--- config.mk ---
export PLATFORM = sky130hd
export DESIGN_NAME = regwin_decoder
export DESIGN_NICKNAME = d
export VERILOG_FILES = /design/src/rtl/regwin_pkg.sv /design/src/rtl/regwin_match.sv /design/src/rtl/regwin_gate.sv /design/src/rtl/regwin_wstrobe.sv /design/src/rtl/regwin_decoder.sv
export SDC_FILE = /design/constraint.sdc
export NUM_CORES = 1
export LEC_CHECK = 0
export ABC_AREA = 0
export CAP_MARGIN = 0
export CORE_MARGIN = 1.5
export CORE_UTILIZATION = 32
export CTS_BUF_LIST = sky130_fd_sc_hd__clkbuf_2
export DETAILED_ROUTE_END_ITERATION = 16
export PLACE_DENSITY = 0.95
export SYNTH_ARGS = -nofsm -noshare
export SYNTH_HDL_FRONTEND = slang
export SYNTH_SLANG_ARGS = --single-unit
--- constraint.sdc ---
create_clock -name clk -period 3.7 [get_ports clk]
set_input_delay 0.37 -clock clk [delete_from_list [all_inputs] [get_ports clk]]
set_output_delay 0.37 -clock clk [all_outputs]
set_load 0.02 [all_outputs]
--- src/rtl/regwin_pkg.sv ---
// Shared definitions for the register window decoder.
// Assumes nothing beyond the default bus widths listed here.
package regwin_pkg;
    localparam int unsigned ADDR_W_DEF = 19;
    localparam int unsigned DATA_W_DEF = 8;
    localparam int unsigned IDX_W_DEF  = 4;

    // Kind of host bus cycle seen on the control lines.
    typedef enum logic [1:0] {
        ACC_IDLE  = 2'd0,
        ACC_READ  = 2'd1,
        ACC_WRITE = 2'd2
    } acc_kind_e;

    // Classify the host control lines (write wins over read).
    function automatic acc_kind_e classify(input logic ce_n, input logic we_n);
        if (ce_n)      return ACC_IDLE;
        else if (!we_n) return ACC_WRITE;
        else           return ACC_READ;
    endfunction
endpackage

--- src/rtl/regwin_match.sv ---
// Address comparator for the register window.
// The window is the top 2**IDX_W locations of the address space.
// Assumes ADDR_W > IDX_W.
module regwin_match #(
    parameter int unsigned ADDR_W = 19,
    parameter int unsigned IDX_W  = 4
) (
    input  logic [ADDR_W-1:0] addr,
    output logic              hit,
    output logic [IDX_W-1:0]  idx
);
    localparam int unsigned TAG_W = ADDR_W - IDX_W;

    logic [TAG_W-1:0] tag;

    // Split the address into the compared tag and the register index.
    always_comb begin
        tag = addr[ADDR_W-1:IDX_W];
        idx = addr[IDX_W-1:0];
        hit = &tag;
    end
endmodule

--- src/rtl/regwin_gate.sv ---
// Combinational enable steering and data-drive control.
// Sends the host enables to the SRAM or suppresses them, and decides
// when the register read data is driven onto the bus.
// Assumes the blocked flag is already the OR of all the inhibit sources.
module regwin_gate #(
    parameter int unsigned DATA_W = 8
) (
    input  logic              hit,
    input  logic              blocked,
    input  logic              ce_n,
    input  logic              oe_n,
    input  logic              we_n,
    input  logic [DATA_W-1:0] reg_rdata,
    output logic              sram_ce_n,
    output logic              sram_oe_n,
    output logic              bus_drive,
    output logic [DATA_W-1:0] bus_rdata,
    output logic              win_wr_act
);
    import regwin_pkg::*;

    acc_kind_e kind;

    // Hold the SRAM off on a window hit or while blocked; otherwise pass through.
    always_comb begin
        sram_ce_n = ce_n | hit | blocked;
        sram_oe_n = oe_n | hit | blocked;
    end

    // Drive read data only for an unblocked window read with output-enable low.
    always_comb begin
        kind       = classify(ce_n, we_n);
        bus_drive  = hit && !blocked && !oe_n && (kind == ACC_READ);
        bus_rdata  = bus_drive ? reg_rdata : '0;
        win_wr_act = hit && !blocked && (kind == ACC_WRITE);
    end
endmodule

--- src/rtl/regwin_wstrobe.sv ---
// Write strobe generator for the register window.
// Samples the window-write condition every clock, keeps the index and
// data of the latest active cycle, and issues one strobe when the
// condition ends. Blocking cancels a pending strobe.
// Assumes host inputs are synchronous to clk.
module regwin_wstrobe #(
    parameter int unsigned IDX_W  = 4,
    parameter int unsigned DATA_W = 8
) (
    input  logic              clk,
    input  logic              rst_n,
    input  logic              win_wr_act,
    input  logic              blocked,
    input  logic [IDX_W-1:0]  idx,
    input  logic [DATA_W-1:0] wdata,
    output logic              reg_wr,
    output logic [IDX_W-1:0]  reg_wr_idx,
    output logic [DATA_W-1:0] reg_wr_data
);
    logic wr_q;

    // Track the window-write condition and capture its address and data.
    always_ff @(posedge clk) begin
        if (!rst_n) begin
            wr_q        <= 1'b0;
            reg_wr_idx  <= '0;
            reg_wr_data <= '0;
        end else begin
            wr_q <= win_wr_act;
            if (win_wr_act) begin
                reg_wr_idx  <= idx;
                reg_wr_data <= wdata;
            end
        end
    end

    // Strobe on the end of an active window, unless blocking cut it off.
    always_comb begin
        reg_wr = wr_q && !win_wr_act && !blocked;
    end

    AST_STROBE_SINGLE: assert property (@(posedge clk) disable iff (!rst_n)
        reg_wr |=> !reg_wr);
    AST_STROBE_FOLLOWS_WRITE: assert property (@(posedge clk) disable iff (!rst_n)
        reg_wr |-> $past(win_wr_act));
    AST_STROBE_NOT_BLOCKED: assert property (@(posedge clk) disable iff (!rst_n)
        blocked |-> !reg_wr);
endmodule

--- src/rtl/regwin_decoder.sv ---
// Top of the register window decoder.
// Places a register window at the top of the SRAM address space, steers
// the SRAM enables and the data drive, and generates register write
// strobes. Every access is inhibited while power-fail or reset-hold is high.
// Assumes host bus inputs are already synchronised to clk.
module regwin_decoder #(
    parameter int unsigned ADDR_W = regwin_pkg::ADDR_W_DEF,
    parameter int unsigned DATA_W = regwin_pkg::DATA_W_DEF,
    parameter int unsigned IDX_W  = regwin_pkg::IDX_W_DEF
) (
    input  logic              clk,
    input  logic              rst_n,
    input  logic [ADDR_W-1:0] host_addr,
    input  logic              host_ce_n,
    input  logic              host_oe_n,
    input  logic              host_we_n,
    input  logic [DATA_W-1:0] host_wdata,
    input  logic              pwr_fail,
    input  logic              por_hold,
    input  logic [DATA_W-1:0] reg_rdata,
    output logic              sram_ce_n,
    output logic              sram_oe_n,
    output logic              bus_drive,
    output logic [DATA_W-1:0] bus_rdata,
    output logic [IDX_W-1:0]  reg_rd_idx,
    output logic              reg_wr,
    output logic [IDX_W-1:0]  reg_wr_idx,
    output logic [DATA_W-1:0] reg_wr_data
);
    logic hit;
    logic blocked;
    logic win_wr_act;

    // Merge the inhibit sources into one blocking flag.
    always_comb blocked = pwr_fail | por_hold;

    regwin_match #(.ADDR_W(ADDR_W), .IDX_W(IDX_W)) u_match (
        .addr (host_addr),
        .hit  (hit),
        .idx  (reg_rd_idx)
    );

    regwin_gate #(.DATA_W(DATA_W)) u_gate (
        .hit        (hit),
        .blocked    (blocked),
        .ce_n       (host_ce_n),
        .oe_n       (host_oe_n),
        .we_n       (host_we_n),
        .reg_rdata  (reg_rdata),
        .sram_ce_n  (sram_ce_n),
        .sram_oe_n  (sram_oe_n),
        .bus_drive  (bus_drive),
        .bus_rdata  (bus_rdata),
        .win_wr_act (win_wr_act)
    );

    regwin_wstrobe #(.IDX_W(IDX_W), .DATA_W(DATA_W)) u_wstrobe (
        .clk         (clk),
        .rst_n       (rst_n),
        .win_wr_act  (win_wr_act),
        .blocked     (blocked),
        .idx         (reg_rd_idx),
        .wdata       (host_wdata),
        .reg_wr      (reg_wr),
        .reg_wr_idx  (reg_wr_idx),
        .reg_wr_data (reg_wr_data)
    );

    AST_HIT_HOLDS_SRAM_OFF: assert property (@(posedge clk) disable iff (!rst_n)
        hit |-> (sram_ce_n && sram_oe_n));
    AST_PASS_THROUGH: assert property (@(posedge clk) disable iff (!rst_n)
        (!hit && !blocked) |-> (sram_ce_n == host_ce_n && sram_oe_n == host_oe_n));
    AST_NO_DRIVE_ON_WRITE: assert property (@(posedge clk) disable iff (!rst_n)
        bus_drive |-> (host_we_n && hit));
    AST_BLOCK_ALL: assert property (@(posedge clk) disable iff (!rst_n)
        blocked |-> (sram_ce_n && sram_oe_n && !bus_drive));
endmodule

# Word level (Yosys, flattened, before mapping)
# Index checks and enable logic that the tools add are counted.
op_classes:
  addsub: 0
  multipliers: 0
  div: 0
  n_lt_le_gt_ge: 0
  n_eq_ne: 2
  n_shift: 0
  n_mux: 3
  bitwise: 5
  reduce_logical: 10
ops:
  columns: ["cell", "n"]
  rows:
  - ["$reduce_and 15->1", 1]
  - ["$mux 8", 1]
  - ["$logic_and 1x1->1", 6]
  - ["$or 1x1->1", 5]
  - ["$mux 2", 2]
  - ["$logic_not 1->1", 3]
  - ["$eq 2x1->1 const B", 1]
  - ["$eq 2x2->1 const B", 1]
totals:
  reg_bits: 13
  latch_bits: 0
  ramBits: 0
  rom_bits: 0
  out_inout_bits: 28
  wordCells: 23
  n_memories: 0

# Longest topological paths before layout
# Gate-level depths: netlist (run 1).
depth:
  ltp_word: 7
  mapped_depth: 6
  mapped_depth_nobuf: 4

# Cells and area by module
# A second synthesis (run 1) with hierarchy kept.
hier_totals:
  hier_cells: 69
  area_unflattened_um2: 774.5
by_module_without_submodules:
  columns: ["module", "n_inst", "cells_each", "area_per_inst_um2", "seq_area_each_um2"]
  rows:
  - ["regwin_wstrobe", 1, 42, 505.5, 260.2]
  - ["regwin_gate", 1, 17, 196.4, 0.0]
  - ["regwin_match", 1, 9, 66.3, 0.0]
  - ["regwin_decoder", 1, 1, 6.3, 0.0]

# Least setup slack after synthesis (run 1)
# OpenSTA, ideal clock, no wires.
synth_timing:
  path_type: "in2out"
  startpoint: "in host_addr[17]"
  endpoint: "out bus_rdata[0]"
  arrival_ns: 1.886
  required_time_ns: 3.330
  setup_slack_ns: 1.444
  path_stages: 5
  path_buffers: 1
  path_cell_list: "nand4_1 -> or4_4 -> and4bb_2 -> clkbuf_1 -> and2_1"
synth_between:
  elab_chain_cells: 5
synth_rtl:
  columns: ["item", "line", "rtl"]
  rows:
  - ["start, declared", "regwin_decoder.sv:13", "input logic [ADDR_W-1:0] host_addr,"]
  - ["$reduce_and 15->1", "regwin_match.sv:20", "hit = &tag;"]
  - ["$logic_and 1x1->1 (3 in a row)", "regwin_gate.sv:33", "bus_drive = hit && !blocked && !oe_n && (kind == ACC_READ);"]
  - ["net bus_drive", "regwin_decoder.sv:23", "output logic bus_drive,"]
  - ["$mux 8", "regwin_gate.sv:34", "bus_rdata = bus_drive ? reg_rdata : '0;"]
  - ["end, declared", "regwin_decoder.sv:24", "output logic [DATA_W-1:0] bus_rdata,"]
# The timed path passes the listed nets, and every way through them passes these cells.

# Final worst setup path (run 1)
layout_timing:
  startpoint: "in host_addr[13]"
  endpoint: "out bus_rdata[0]"
layout_between:
  elab_chain_cells: 5
layout_rtl:
  columns: ["item", "line"]
  rows:
  - ["$reduce_and 15->1", "regwin_match.sv:20"]
  - ["$logic_and 1x1->1 (3 in a row)", "regwin_gate.sv:33"]
  - ["$mux 8", "regwin_gate.sv:34"]
# Every way passes these cells.

==> impl_summary.txt, run 1 <==
----------------------------------------------------
[Cells and area]
  Design Area, Final ... 0.001364 mm2
  Nets ... 188
  Number of diodes ... 0
  Share of cells above drive strength 1 ... 0.05517
  Synth-to-layout area growth ... 98.18%
  Non-filler instance count after layout ... between 150 and 200

[Detailed routing]
  Post-route DRC ... 0
  Via count ... 766
  Wire length reported by the detailed router ... 2.190 mm
  Iter 0 DRT Violations ... 6
  Wirelength per Cell ... 12.73 um
  Via density ... between 4 and 5
  First-pass iteration count of the detailed router ... 3
  Residual antenna-violating net count after detailed routing ... 0

[Worst setup path]
  CP max stage cell ... sky130_fd_sc_hd__clkdlybuf4s50_1
  Worst setup EP type ... output port
  Critical path data arrival time ... about 2600 ps
  CP cell instances ... clkdlybuf4s50_1, nand4_1, or4_4, and4bb_2, and2_1, clkdlybuf4s50_1
  Startpoint class of the critical path ... input pin
  Required time reported for the critical path endpoint ... 3330 ps
  Delay of the slowest cell on the worst path ... 600 ps
  Critical-path maximum fanout ... 9
  Cell repeated most along the worst path ... sky130_fd_sc_hd__clkdlybuf4s50_1
  Kind of critical path ... in2out

[STA]
  Final clock period utilization by the worst path ... 0.8114
  # setup viols final ... 0
  Fmax ... 0.3331 GHz
  Number of slew-limit violations in the final report ... 0
  Measured slew at the worst slew-check pin ... 783.1 ps
  Final hold slack ... between 400 and 500 ps
  Final hold vios ... 0
  RSZ-0062 raised after global routing ... false
  Clock period minus final worst setup slack ... 3002 ps
  Worst Clk Skew ... 0 ps
  Worst path setup slack after routing ... 697.8 ps
  Worst-case headroom to the max-slew limit ... 0.4763
  Total Negative Setup Slacks ... 0 ps

[Power]
  Leak Pwr ... 0.5899 nW
  Maximum vdd ir drop ... 0.0002105 V
  Total power per unit cell area ... 205.1 mW/mm2

[Yosys]
  Post-Synthesis Mean Instance Area ... 8.496 um2
  Proportion of synthesized chip area in sequential cells ... 0.3782
  Post-synth design cell area ... approximately 690 um2
  Yosys cell types ... 18
  Yosys warning count ... 0
  Syn Inst Count ... 81
  Net Count, Synth ... roughly 120
  Number of register bits inferred by synthesis ... 13

[Outcome]
  Run status ... complete, no violations

[Global routing]
  Overflow after GRT ... 0
  Largest net degree at the start of global routing ... 26
  Vias in the first global route ... 759
  GRT Resource Usage Total ... 0.1849
  First-pass GRT wire length ... 3.374 mm
  Number of antenna violations at the first check in global routing ... 0

[Clock tree]
  Number of H-tree levels ... 1
  Number of hold buffers added after CTS ... 0
  Maximum count of clock buffers along a single path ... 2
  Clock Root Buffer ... sky130_fd_sc_hd__clkbuf_2
  Clock-pin slew of the registers on the worst-case setup and hold paths ... 130 ps
  Count of instances resized after the clock tree is built ... 0
  Worst-skew pair later-pin latency ... 260 ps
  Number of setup buffers added after CTS ... 0
  Clock tree sinks ... 13
  CTS buffer count ... 3
  TritonCTS clock tree ... done

[Floorplanning]
  Die X ... 49.38 um
  Num rows ... 16
  Core outline area ... 0.002002 mm2
  Die area ... 0.002438 mm2
  Number of top-level design ports ... 70
  Initial cell density of the core ... 0.3437
  Die height ... approximately 50 um

[Placed design]
  Placed Cells incl. Taps ... approximately 170
  Post-place instance area ... 0.001344 mm2
  GP Congestion ... 0.7600
  Placed wire-length estimate ... 1.806 mm
  Pre-CTS WS ... 675.1 ps
  Port Buffers ... 69

[Job]
  Maxcap violations ... 0

[Min path]
  Path category of the worst min-delay check ... reg2reg

----------------------------------------------------
## power by group
part	internal [mW]	switching, mW	leakage (nW)	total (mW)
combinational	0.0457	0.0192	0.469	0.0649
sequential	0.140	0.000000139	0.105	0.140
clock	0.0287	0.0463	0.0166	0.0749
total	0.214	0.0654	0.590	0.280
## cell families after synthesis
group | Yosys count | synth area share
and+or+nand+nor | 45 | 0.3309
muxes | 12 | 0.1746
buffers and inverters | 11 | 0.1164
DFF | 13 | 0.3782
## synthesized netlist by cell type
| cell | instances | area (um2) |
|---|---|---|
| sky130_fd_sc_hd__nand3_1 | 1 | 5.000 |
| sky130_fd_sc_hd__buf_4 | 4 | 30.03 |
| sky130_fd_sc_hd__nor2_1 | 2 | 7.510 |
| sky130_fd_sc_hd__buf_12 | 1 | 20.02 |
| sky130_fd_sc_hd__nand2_1 | 25 | 93.84 |
| sky130_fd_sc_hd__or3b_1 | 1 | 8.760 |
| sky130_fd_sc_hd__dfxtp_1 | 13 | 260.3 |
| sky130_fd_sc_hd__and2_1 | 8 | 50.05 |
| sky130_fd_sc_hd__and4bb_2 | 1 | 12.51 |
| sky130_fd_sc_hd__and3_2 | 1 | 7.510 |
| sky130_fd_sc_hd__buf_6 | 1 | 11.26 |
| sky130_fd_sc_hd__clkbuf_1 | 4 | 15.01 |
| sky130_fd_sc_hd__or4_4 | 1 | 11.26 |
| sky130_fd_sc_hd__inv_1 | 1 | 3.750 |
| sky130_fd_sc_hd__nand4_1 | 3 | 18.77 |
| sky130_fd_sc_hd__nand3b_1 | 1 | 7.510 |
| sky130_fd_sc_hd__mux2i_1 | 12 | 120.1 |
| sky130_fd_sc_hd__nor3_1 | 1 | 5.000 |
## sequential cells by signal, summed over array words and instances (netlist names)
| name | flops |
|---|---|
| u_wstrobe.reg_wr_data | 8 |
| u_wstrobe.wr_q | 1 |
| u_wstrobe.reg_wr_idx | 4 |
## placed cells by master, fill, tap and decap left out
cell type	count
sky130_fd_sc_hd__and2_1	8
sky130_fd_sc_hd__and3_2	1
sky130_fd_sc_hd__and4bb_2	1
sky130_fd_sc_hd__buf_4	1
sky130_fd_sc_hd__clkbuf_2	4
sky130_fd_sc_hd__clkdlybuf4s50_1	69
sky130_fd_sc_hd__dfxtp_1	13
sky130_fd_sc_hd__inv_1	1
sky130_fd_sc_hd__mux2i_1	12
sky130_fd_sc_hd__nand2_1	25
sky130_fd_sc_hd__nand3_1	1
sky130_fd_sc_hd__nand3b_1	1
sky130_fd_sc_hd__nand4_1	3
sky130_fd_sc_hd__nor2_1	2
sky130_fd_sc_hd__nor3_1	1
sky130_fd_sc_hd__or3b_1	1
sky130_fd_sc_hd__or4_4	1
## worst max-delay path, delay by kind of cell
kind          cells  cell delay [ps]
buf+inv           2             1060
simple gates      4             1190
## path summary, 6_finish.rpt
check / from / endpoint / slack [ps] / cells after the start
setup / recovery: host_addr[13] / bus_rdata[0] / 700 / 6
hold / removal: u_wstrobe.reg_wr_data[7] / u_wstrobe.reg_wr_data[7] / 470 / 2
setup reg to reg: u_wstrobe.reg_wr_data[1] / u_wstrobe.reg_wr_data[1] / 3060 / 2
hold reg to reg: u_wstrobe.reg_wr_data[7] / u_wstrobe.reg_wr_data[7] / 470 / 2
## stage by stage
| stage | total power, mW | util |
|---|---|---|
| floorplan | 0.1594 | - |
| global placement | 0.2061 | 0.6713 |
| detailed placement | 0.2077 | 0.6713 |
| CTS | 0.2839 | 0.6813 |
| global route | 0.2962 | 0.6813 |
| finish | 0.2797 | 0.6813 |
## routing by layer
layer	track usage	share of wire	wire, um
met4	0.04167	0.0055	12
met3	0.05828	0.041	89
met5	0	0	0
met2	0.3604	0.58	1274
met1	0.1887	0.37	813
## cell type report
| type | count | area, um2 |
|---|---|---|
| Timing Repair Buffer | 70 | 698.2 |
| Fill cell | 177 | 638.1 |
| Multi-Input combinational cell | 57 | 347.8 |
| Sequential cell | 13 | 260.3 |
| Tap cell | 27 | 33.78 |
| Clock buffer | 4 | 20.02 |
| Inverter | 1 | 3.754 |
No activity file was read; power rests on OpenSTA's default activity.
==> run 2: changes to the inputs <==
--- a/config.mk
+++ b/config.mk
@@ -8,10 +8,10 @@
 export ABC_AREA = 0
 export CAP_MARGIN = 0
 export CORE_MARGIN = 1.5
-export CORE_UTILIZATION = 32
+export CORE_UTILIZATION = 27
 export CTS_BUF_LIST = sky130_fd_sc_hd__clkbuf_2
 export DETAILED_ROUTE_END_ITERATION = 16
-export PLACE_DENSITY = 0.95
+export PLACE_DENSITY = 0.87
 export SYNTH_ARGS = -nofsm -noshare
 export SYNTH_HDL_FRONTEND = slang
 export SYNTH_SLANG_ARGS = --single-unit
==> constraint.sdc (replaced) <==
create_clock -name clk -period 2.45 [get_ports clk]
set_input_delay 0.245 -clock clk [delete_from_list [all_inputs] [get_ports clk]]
set_output_delay 0.245 -clock clk [all_outputs]
set_load 0.02 [all_outputs]
==> run 2 against run 1 <==
Compared with the run above:
- sequential cell count stayed put
- die area is 17% higher
- setup slack worse by 640 ps
- critical path depth stayed put
- final area is 1.3% higher
==> impl_summary.txt, run 2 (synthesized netlist as in run 1, its figures left out) <==
----------------------------------------------------
[Power]
  Sequential cell fraction of total power ... 0.508 (+0.008)
  Leak Pwr ... 0.6056 nW (+2.7%)
  Final Total Pwr ... 0.4157 mW (+49%)
  Maximum vdd ir drop ... 0.0003940 V (+87%)
  Combinational fraction of design power ... 0.237 (+0.005)
  Int Power ... 0.3175 mW (+48%)
  Clock power frac ... 0.254 (-0.014)
  P_sw ... 0.09812 mW (+50%)
  Total power per unit cell area ... 300.9 mW/mm2 (+47%)
  Sw frac ... 0.2361 (+0.002124)

[Worst setup path]
  Critical-path maximum fanout ... 5 (-4)
  Reg-to-reg critical path startpoint ... u_wstrobe.reg_wr_data[3]
  Required time reported for the critical path endpoint ... 2200 ps (-1130 ps)
  CP max stage cell ... sky130_fd_sc_hd__or4_4
  Worst setup EP type ... output port
  Bufs and invs on worst path ... 2 (unchanged)
  Critical path data arrival time ... 2140 ps (-490 ps)
  Crit-path leading delay family ... simple AND/OR/NAND/NOR gates
  FF-to-FF setup slack ... 1830 ps (-1230 ps)
  CP cell instances ... clkdlybuf4s50_1, nand3_1, or4_4, or3b_1, and3_2, buf_2
  Reg-to-reg endpoint ... u_wstrobe.reg_wr_data[3]
  Worst reg2reg path depth ... 2 (unchanged)
  Delay of the slowest cell on the worst path ... 570 ps (-30 ps)
  Kind of critical path ... in2out
  Startpoint class of the critical path ... input pin

[Global routing]
  Vias in the first global route ... 676 (-11%)
  GRT Resource Usage Total ... 0.1456 (-0.03923)
  Largest net degree at the start of global routing ... 26 (unchanged)
  Number of antenna violations at the first check in global routing ... 0 (unchanged)
  First-pass GRT wire length ... 2.904 mm (-14%)
  Overflow after GRT ... 0 (unchanged)

[Clock tree]
  Number of H-tree levels ... 1 (unchanged)
  Maximum count of clock buffers along a single path ... 2 (unchanged)
  Worst-skew pair later-pin latency ... 260 ps (about the same)
  Clock-pin slew of the registers on the worst-case setup and hold paths ... 120 ps (about the same)
  TritonCTS clock tree ... done
  CTS buffer count ... 3 (unchanged)
  Clock Root Buffer ... sky130_fd_sc_hd__clkbuf_2
  Clock tree sinks ... 13 (unchanged)
  Number of hold buffers added after CTS ... 0 (unchanged)

[Cells and area]
  Number of diodes ... 0 (unchanged)
  Register with the most flip-flops ... u_wstrobe.reg_wr_data
  Design Area, Final ... 0.001381 mm2 (+1.3%)
  Commonest cells after routing, fill and taps aside ... sky130_fd_sc_hd__clkdlybuf4s50_1, sky130_fd_sc_hd__nand2_1, sky130_fd_sc_hd__dfxtp_1
  Sequential cell area ... 260.3 um2 (unchanged)
  Post-route core utilization ... 0.5627 (-0.1186)
  Flip-flop count of the largest register after layout ... 8 (unchanged)
  Filler cell count in the final layout ... 235 (+33%)
  Most common library cell in the layout ignoring fill and taps ... sky130_fd_sc_hd__clkdlybuf4s50_1
  Largest registers in the final layout ... u_wstrobe.reg_wr_data x8, u_wstrobe.reg_wr_idx x4, u_wstrobe.wr_q x1
  Share of cells above drive strength 1 ... 0.1233 (+0.06812)
  Synth-to-layout area growth ... 100.7%
  Area of the multi-input gates ... 364.1 um2 (+4.7%)
  Nets ... 189 (+0.53%)

[Min path]
  Startpoint of the worst hold path ... u_wstrobe.reg_wr_data[0]
  Hold depth ... 2 (unchanged)
  WHS Endpoint ... u_wstrobe.reg_wr_data[0]
  Path category of the worst min-delay check ... reg2reg

[STA]
  Worst-case headroom to the max-slew limit ... 0.4804 (+0.004053)
  # setup viols final ... 0 (unchanged)
  Worst Clk Skew ... 0 ps (unchanged)
  RSZ-0062 raised after global routing ... false
  Final clock period utilization by the worst path ... 0.9754
  Worst path setup slack after routing ... 60.19 ps (-637.6 ps)
  Measured slew at the worst slew-check pin ... 777.0 ps (-6.060 ps)
  Final hold vios ... 0 (unchanged)
  Number of slew-limit violations in the final report ... 0 (unchanged)
  Fmax ... 0.4184 GHz
  Clock period minus final worst setup slack ... 2390 ps

[Placed design]
  Port Buffers ... 69 (unchanged)
  Placed wire-length estimate ... 1.759 mm (-2.6%)
  Post-place instance area ... 0.001348 mm2 (+0.28%)
  GP Congestion ... 0.6365 (-16%)
  Pre-CTS WS ... -342.9 ps (-1018 ps)

[Outcome]
  Run status ... complete, no violations

[Detailed routing]
  Iter 0 DRT Violations ... 3 (-3)
  Via density ... 4.438 (-0.36%)
  Wire length reported by the detailed router ... 2.212 mm (+1.0%)
  First-pass iteration count of the detailed router ... 3 (unchanged)
  Via count ... 781 (+2.0%)
  Wirelength per Cell ... 12.57 um (-1.3%)
  Post-route DRC ... 0 (unchanged)
  Residual antenna-violating net count after detailed routing ... 0 (unchanged)

[Floorplanning]
  Die X ... 53.49 um (+8.3%)
  Num rows ... 18 (+2)
  Initial cell density of the core ... 0.2803 (-0.06342)
  Die area ... 0.002861 mm2 (+17%)
  Die height ... 53.49 um (+8.3%)
  Core outline area ... 0.002455 mm2 (+23%)
  Number of top-level design ports ... 70 (unchanged)

[Job]
  Maxcap violations ... 0 (unchanged)

----------------------------------------------------
## run 2: changes by cell type in the layout (fill, tap and decap cells not counted)
cell                              before  now
sky130_fd_sc_hd__and4bb_4              0    1
sky130_fd_sc_hd__dlygate4sd2_1         0    1
sky130_fd_sc_hd__clkdlybuf4s50_1      69   59
sky130_fd_sc_hd__clkbuf_2              4    3
sky130_fd_sc_hd__clkinv_2              0    1
sky130_fd_sc_hd__buf_2                 0    2
sky130_fd_sc_hd__clkdlybuf4s15_2       0    7
## run 2: worst max-delay path by stage
stage / from / slack [ps] / endpoint / cells after the start
6_report: host_addr[5] / 60 / reg_wr / 6
2_1_floorplan: host_addr[17] / 440 / bus_rdata[0] / 5
5_1_grt: host_addr[5] / 8 / reg_wr / 6
3_3_place_gp: host_addr[17] / -270 / bus_rdata[3] / 6
3_5_place_dp: host_addr[17] / -340 / reg_wr / 6
4_1_cts: host_addr[17] / 7 / bus_rdata[1] / 6
## run 2: cell type report
type | count | area share
repair buffers | 70 | 0.5036
flip-flops and latches | 13 | 0.1884
clock buffers | 3 | 0.01087
well taps | 30 | 0.02717
inverters | 1 | 0.002717
multi-input cells | 58 | 0.2636
clock inverters | 1 | 0.003623
## run 2: routing by layer
metal | up-vias | routed length (um) | track usage
met5 | - | 0 | 0
met4 | 0 | 75 | 0.08547
met3 | 8 | 106 | 0.06497
met2 | 25 | 1207 | 0.2407
met1 | 354 | 822 | 0.1499
li1 | 394 | - | -
## run 2: timing repair
| action | 4_1_cts | 5_1_grt |
|---|---|---|
| cloned | 0 | 1 |
| buffers inserted | 0 | 0 |
| resized for setup | 29 | 2 |
| pin swaps | 1 | 2 |
| setup endpoints to repair | 10 | 8 |
## run 2: power groups by stage
stage               Combinational [mW]  Clock, mW  Sequential (mW)
floorplan                       0.0247          0            0.216
global placement                0.0956          0            0.216
detailed placement              0.0974          0            0.216
CTS                             0.0983      0.115            0.211
global route                     0.106      0.128            0.212
finish                          0.0987      0.106            0.211
## run 2: worst min-delay path, delay by kind of cell, from the launching register on
kind / cells / cell delay, ps
AND/OR/NAND/NOR: 1 / 50
flip-flops: 1 / 330
multiplexers: 1 / 50
## run 2: metrics by stage
| stage | std cells | TNS (ps) | hold slack (ps) |
|---|---|---|---|
| floorplan | 81 | 0 | 383.8 |
| global placement | 171 | -2539 | 445.0 |
| detailed placement | 171 | -3209 | 452.7 |
| CTS | 175 | 0 | 469.0 |
| global route | 176 | 0 | 462.3 |
| finish | 176 | 0 | 464.4 |
==> run 3: changes to the inputs <==
--- a/config.mk
+++ b/config.mk
@@ -11,6 +11,7 @@
 export CORE_UTILIZATION = 27
 export CTS_BUF_LIST = sky130_fd_sc_hd__clkbuf_2
 export DETAILED_ROUTE_END_ITERATION = 16
+export GPL_ROUTABILITY_DRIVEN = 0
 export PLACE_DENSITY = 0.87
 export SYNTH_ARGS = -nofsm -noshare
 export SYNTH_HDL_FRONTEND = slang
==> results of run 3 <==
Same layout as run 2: the final DEF is identical, and so are final timing and power.
